--- src/rtl/qsel_pkg.sv ---
package qsel_pkg;
    typedef enum logic [0:0] {
        ST_IDLE    = 1'b0,
        ST_COLLECT = 1'b1
    } qsel_state_e;
endpackage

--- src/rtl/qsel_excess.sv ---
// Queuing excess of one entry relative to the first entry of its burst.
module qsel_excess #(
    parameter int TS_W = 32
) (
    input  logic [TS_W-1:0]     dep,
    input  logic [TS_W-1:0]     arr,
    input  logic [TS_W-1:0]     base_dep,
    input  logic [TS_W-1:0]     base_arr,
    output logic signed [TS_W:0] excess
);
    logic [TS_W-1:0] arr_gap;
    logic [TS_W-1:0] dep_gap;

    always_comb begin
        arr_gap = arr - base_arr;
        dep_gap = dep - base_dep;
        excess  = $signed({1'b0, arr_gap}) - $signed({1'b0, dep_gap});
    end
endmodule

--- src/rtl/qsel_better.sv ---
// Strict comparison: equal excess keeps the earlier holder.
module qsel_better #(
    parameter int TS_W = 32
) (
    input  logic signed [TS_W:0] cand,
    input  logic signed [TS_W:0] best,
    output logic                 take
);
    always_comb take = (cand < best);
endmodule

--- src/rtl/probe_min_queue_sel.sv ---
module probe_min_queue_sel
    import qsel_pkg::*;
#(
    parameter int TS_W  = 32,
    parameter int BURST = 6,
    parameter int IDX_W = $clog2(BURST)
) (
    input  logic             clk,
    input  logic             rst_n,
    input  logic             msg_valid,
    input  logic [IDX_W-1:0] msg_seq,
    input  logic [TS_W-1:0]  msg_dep,
    input  logic [TS_W-1:0]  msg_arr,
    output logic             smp_valid,
    output logic [TS_W-1:0]  smp_dep,
    output logic [TS_W-1:0]  smp_arr,
    output logic [IDX_W-1:0] smp_idx,
    output logic             burst_err
);
    localparam logic [IDX_W-1:0] LAST_POS = IDX_W'(BURST - 1);
    localparam logic [IDX_W-1:0] NEXT_POS = IDX_W'(1);

    qsel_state_e state, state_nx;

    logic [IDX_W-1:0]     exp_seq;
    logic [TS_W-1:0]      base_dep, base_arr;
    logic [TS_W-1:0]      best_dep, best_arr;
    logic [IDX_W-1:0]     best_idx;
    logic signed [TS_W:0] best_exc;
    logic signed [TS_W:0] cand_exc;
    logic                 take;

    logic seq_ok, seq_zero, start, accept, broken, finish;

    qsel_excess #(.TS_W(TS_W)) u_excess (
        .dep      (msg_dep),
        .arr      (msg_arr),
        .base_dep (base_dep),
        .base_arr (base_arr),
        .excess   (cand_exc)
    );

    qsel_better #(.TS_W(TS_W)) u_better (
        .cand (cand_exc),
        .best (best_exc),
        .take (take)
    );

    always_comb begin
        seq_ok   = (msg_seq == exp_seq);
        seq_zero = (msg_seq == '0);
        accept   = msg_valid && (state == ST_COLLECT) && seq_ok;
        broken   = msg_valid && (state == ST_COLLECT) && !seq_ok;
        finish   = accept && (exp_seq == LAST_POS);
        start    = msg_valid && seq_zero &&
                   ((state == ST_IDLE) || broken);
    end

    // next-state: start, finish, abort, restart
    always_comb begin
        state_nx = state;
        unique case (state)
            ST_IDLE: begin
                if (start) state_nx = ST_COLLECT;
            end
            ST_COLLECT: begin
                if (finish)      state_nx = ST_IDLE;
                else if (broken) state_nx = seq_zero ? ST_COLLECT : ST_IDLE;
            end
            default: state_nx = ST_IDLE;
        endcase
    end

    always_ff @(posedge clk) begin
        if (!rst_n) state <= ST_IDLE;
        else        state <= state_nx;
    end

    // burst bookkeeping: base pair, running minimum, expected position
    always_ff @(posedge clk) begin
        if (!rst_n) begin
            exp_seq  <= '0;
            base_dep <= '0;
            base_arr <= '0;
            best_dep <= '0;
            best_arr <= '0;
            best_idx <= '0;
            best_exc <= '0;
        end else if (start) begin
            exp_seq  <= NEXT_POS;
            base_dep <= msg_dep;
            base_arr <= msg_arr;
            best_dep <= msg_dep;
            best_arr <= msg_arr;
            best_idx <= '0;
            best_exc <= '0;
        end else if (accept) begin
            exp_seq <= exp_seq + 1'b1;
            if (take) begin
                best_dep <= msg_dep;
                best_arr <= msg_arr;
                best_idx <= msg_seq;
                best_exc <= cand_exc;
            end
        end
    end

    // outputs
    always_ff @(posedge clk) begin
        if (!rst_n) begin
            smp_valid <= 1'b0;
            burst_err <= 1'b0;
            smp_dep   <= '0;
            smp_arr   <= '0;
            smp_idx   <= '0;
        end else begin
            smp_valid <= finish;
            burst_err <= broken;
            if (finish) begin
                smp_dep <= take ? msg_dep : best_dep;
                smp_arr <= take ? msg_arr : best_arr;
                smp_idx <= take ? msg_seq : best_idx;
            end
        end
    end

    AST_VALID_SINGLE: assert property (@(posedge clk) disable iff (!rst_n)
        smp_valid |=> !smp_valid);

    AST_VALID_AFTER_LAST: assert property (@(posedge clk) disable iff (!rst_n)
        smp_valid |-> ($past(msg_valid) && $past(msg_seq) == LAST_POS));

    AST_ERR_ONLY_COLLECTING: assert property (@(posedge clk) disable iff (!rst_n)
        burst_err |-> ($past(msg_valid) && $past(state) == ST_COLLECT));

    AST_NO_SAMPLE_WITH_ERR: assert property (@(posedge clk) disable iff (!rst_n)
        !(smp_valid && burst_err));

    AST_IDX_IN_BURST: assert property (@(posedge clk) disable iff (!rst_n)
        smp_valid |-> (smp_idx <= LAST_POS));

    AST_IDLE_STRAY: assert property (@(posedge clk) disable iff (!rst_n)
        (state == ST_IDLE && msg_valid && msg_seq != '0) |=> (state == ST_IDLE && !burst_err));
endmodule

--- config.mk ---
export PLATFORM = sky130hd
export DESIGN_NAME = probe_min_queue_sel
export DESIGN_NICKNAME = d
export VERILOG_FILES = /design/src/rtl/qsel_pkg.sv /design/src/rtl/qsel_excess.sv /design/src/rtl/qsel_better.sv /design/src/rtl/probe_min_queue_sel.sv
export SDC_FILE = /design/constraint.sdc
export NUM_CORES = 1
export LEC_CHECK = 0
export BUFFER_PORTS_ARGS = -buffer_cell sky130_fd_sc_hd__buf_2
export CORE_UTILIZATION = 60
export DETAILED_ROUTE_END_ITERATION = 10
export PLACE_DENSITY = 0.91
export SYNTH_ARGS = -nofsm -noshare
export SYNTH_HDL_FRONTEND = slang
export SYNTH_HIERARCHICAL = 1
export SYNTH_SLANG_ARGS = --single-unit
--- constraint.sdc ---
create_clock -name clk -period 11.6 [get_ports clk]
set_clock_uncertainty 0.1 [all_clocks]
set_input_delay 2.32 -clock clk [delete_from_list [all_inputs] [get_ports clk]]
set_output_delay 2.32 -clock clk [all_outputs]
set_load 0.1 [all_outputs]
==> summary.txt <==
Routing
  – WL/cell: 17.37 um
  – Via density: 6.239
  – First-pass iteration count of the detailed router: 8
  – Antenna viol nets, final: 0
  – DRC: 0
  – Routed vias: 15043
  – Routed WL: 41880 um
  – DR iter-0 viols: 1297

Layout
  – Nets@finish: 2265
  – # fillers: 2048
  – Post-layout util: 67.52%
  – Antenna Cells: 0
  – Fraction of layout cells with a size suffix above 1: 10.14%
  – Synthesis-to-layout area growth: 9.805%

Die
  – Num ports: 139
  – Die width: 162.9 um
  – Die Ht: 162.9 um
  – Starting Density: 61.49%
  – Core area: 0.02525 mm^2
  – Die area: 0.02653 mm^2
  – Row cnt: 58

Clock network
  – Total CTS buffers: 25
  – Maximum root-to-sink buffer count: 3
  – Hold-fix buffers, CTS: 0
  – # resized after CTS: 0
  – CTS root buf: clkbuf_16
  – H-tree level count: 1
  – Setup bufs post-CTS: 0
  – Clock-pin slew on the worst setup and hold paths: 0.06 ns
  – CTS tree: done
  – # clock sinks: 237
  – Worst-skew pair later-pin latency: 0.53 ns

Yosys
  – Yosys cell types: 75
  – Synth Net Count: 2218
  – Mapped Cells: 2017
  – Post-Syn Area: 0.01553 mm^2
  – Post-synth ARST share: 0%
  – Largest family of logic cells by synthesized area: compound AO/OA/AOI/OAI gates
  – Syn avg cell area: 7.700 um^2
  – Post-synthesis xor/xnor area fraction: 5.189%
  – Mux share of post-synthesis cell area: 4.520%
  – Ys flop type: dfxtp_1
  – Synth Register Bits: 237
  – Simple-gate share of the synthesized area: 16.08%
  – Synth warn: 6
  – Post-Synth Adder-Cell Area: 10.70%
  – Compound-Gate Fraction of Synth Area: 26.32%
  – Post-synth EDFFs: 0
  – Sequential area share after synthesis: 30.55%

Critical path
  – CP required: 11.93 ns
  – Crit-path most repeated cell: ha_1
  – CP startpoint: msg_dep[0]
  – R2R Path Start: base_dep[0]$_SDFFE_PN0P_
  – Reg2reg path depth: 27
  – Crit path kind: input pin to register
  – Slowest stage delay, CP: 0.62 ns
  – Setup crit end kind: register
  – WP data arrival: 9.81 ns
  – R2r setup slk: 3.73 ns
  – Reg-to-reg critical path endpoint: smp_arr[20]$_SDFFE_PN0P_
  – Slowest CP cell: buf_4
  – Worst-path fanout max: 34
  – Setup crit start kind: input pin

Worst hold path
  – Worst hold stages: 2
  – Hold WC Path Type: register to register
  – Worst hold endpoint: base_dep[19]$_SDFFE_PN0P_
  – HP Start: base_dep[19]$_SDFFE_PN0P_

STA
  – Hold Vio Cnt, Final: 0
  – Fin. max-slew vios: 0
  – Final min period: 9.480 ns
  – Fin crit share: 81.73%
  – TNS Setup: 0 ns
  – Headroom to the max-slew limit: 23.17%
  – Highest clock rate: 105.5 MHz
  – Worst-Margin Slew: 1.152 ns
  – Setup ws final: 2.120 ns
  – RSZ-0062 raised after global routing: false
  – Setup violations, final: 0
  – Post-Route Hold Slack: 0.3543 ns

Place
  – Dpl ws: 1.700 ns
  – I/O Buffers: 138
  – GPL Wtd Cong: 0.9640
  – Placed wire-length estimate: 29320 um

Global route
  – Vias in the first global route: 14103
  – Gr usage total: 31.19%
  – Initial antenna violation count: 0
  – Met2 usage: 54.04%
  – Grt total ovfl: 0
  – Most used routing layer in global routing: met2
  – First-pass GRT wire length: 68900 um
  – Largest net degree at the start of global routing: 101
  – Met3 Use GR: 3.361%
  – GR Util met1: 40.29%

Pwr
  – Pint: 1770 uW
  – Leakage: 0.006575 uW
  – Power, Total: 2788 uW
  – Power share of the combinational group: 40.8%
  – Pwr per Cell Area: 163.5 mW/mm^2
  – Sw Pwr: 1018 uW
  – Clock share of power: 29.4%
  – VDD IR max: 0.1536 mV
  – Sequential share of power: 29.8%
  – Sw Share: 36.51%

Outcome
  – Status: finished, final reports clean

Flow run
  – MaxCap Viol Count: 0
layout by cell type (no fill, tap or decap), drive strengths merged, types with 53 or more instances in the layout:
cell type,Yosys,final
a211oi,84,84
o21ai,126,126
nor2,53,53
nand2,284,284
ha,128,128
buf,42,151
dfxtp,237,237
inv,124,125
a21oi,344,344
nand3,88,88
mux2i,69,69
flip-flops by register name, indices dropped and copies added, names as in the netlist:
| name | cells |
|---|---|
| smp_idx | 3 |
| best_idx | 3 |
| best_arr | 32 |
| state | 1 |
| best_exc | 33 |
| exp_seq | 3 |
| base_arr | 32 |
| burst_err | 1 |
| smp_valid | 1 |
| best_dep | 32 |
| smp_arr | 32 |
| base_dep | 32 |
| smp_dep | 32 |
worst max-delay path: cells and delay by family:
kind            cells  cell delay, ns
fa+ha+maj           4            1.26
mux                 1            0.21
simple gates        4            0.74
xor+xnor            2            0.39
buf+inv             5            1.34
compound gates     13            3.44
stage by stage:
step | instances | instance area, um^2
floorplan | 2017 | 15530
global placement | 2367 | 16220
detailed placement | 2367 | 16220
CTS | 2411 | 17050
global route | 2411 | 17050
finish | 2411 | 17050
final cells by class:
type | instances | area (um^2) | share of cell area (%)
clock buffer | 32 | 691.9 | 4.058
multi-input combinational | 1524 | 9799 | 57.47
sequential | 237 | 4745 | 27.82
clock inverter | 12 | 141.4 | 0.8291
timing repair buffer | 151 | 788.3 | 4.622
tap | 330 | 412.9 | 2.421
inverter | 125 | 474.2 | 2.781
per-layer routing:
| metal | wire [um] | vias to the layer above |
|---|---|---|
| li1 | - | 7275 |
| met1 | 18420 | 7119 |
| met2 | 19950 | 555 |
| met3 | 2374 | 94 |
| met4 | 1129 | 0 |
| met5 | 0 | - |
synthesized netlist by cell type (all sizes together) (44+ instances only):
| cell type | number | share of area (%) |
|---|---|---|
| o21ai | 126 | 4.1 |
| nand3 | 88 | 2.8 |
| nor2 | 53 | 1.3 |
| a21oi | 344 | 11 |
| dfxtp | 237 | 31 |
| inv | 124 | 3.0 |
| clkbuf | 89 | 2.2 |
| xnor2 | 48 | 2.7 |
| a21o | 44 | 2.1 |
| mux2i | 69 | 4.4 |
| xor2 | 44 | 2.5 |
| ha | 128 | 10 |
| nand2 | 284 | 6.9 |
| a211oi | 84 | 4.1 |
cells by family (layout without fill, tap and decap cells):
| family | count (synthesis) | in the layout |
|---|---|---|
| AOI/OAI and AO/OA | 692 | 692 |
| and+or+nand+nor | 539 | 539 |
| buffers and inverters | 256 | 320 |
| DFF | 237 | 237 |
| adders and majority gates | 131 | 131 |
| xor gates and xnor gates | 92 | 92 |
| muxes | 70 | 70 |
power groups by stage:
stage / sequential (uW) / combinational [uW] / clock [uW]
after floorplan: 846 / 863 / 0
after global placement: 847 / 1070 / 0
after detailed placement: 848 / 1110 / 0
after CTS: 830 / 1120 / 827
after global routing: 830 / 1240 / 863
final: 830 / 1140 / 819
worst max path at each step:
| stage | endpoint | slack [ns] |
|---|---|---|
| 2_1_floorplan | smp_dep[21]$_SDFFE_PN0P_ | 3.12 |
| 3_3_place_gp | smp_arr[8]$_SDFFE_PN0P_ | 2.01 |
| 3_5_place_dp | smp_arr[20]$_SDFFE_PN0P_ | 1.70 |
| 4_1_cts | smp_arr[20]$_SDFFE_PN0P_ | 2.23 |
| 5_1_grt | smp_arr[3]$_SDFFE_PN0P_ | 1.74 |
| 6_report | smp_arr[20]$_SDFFE_PN0P_ | 2.12 |
No activity file was read; power rests on OpenSTA's default activity.
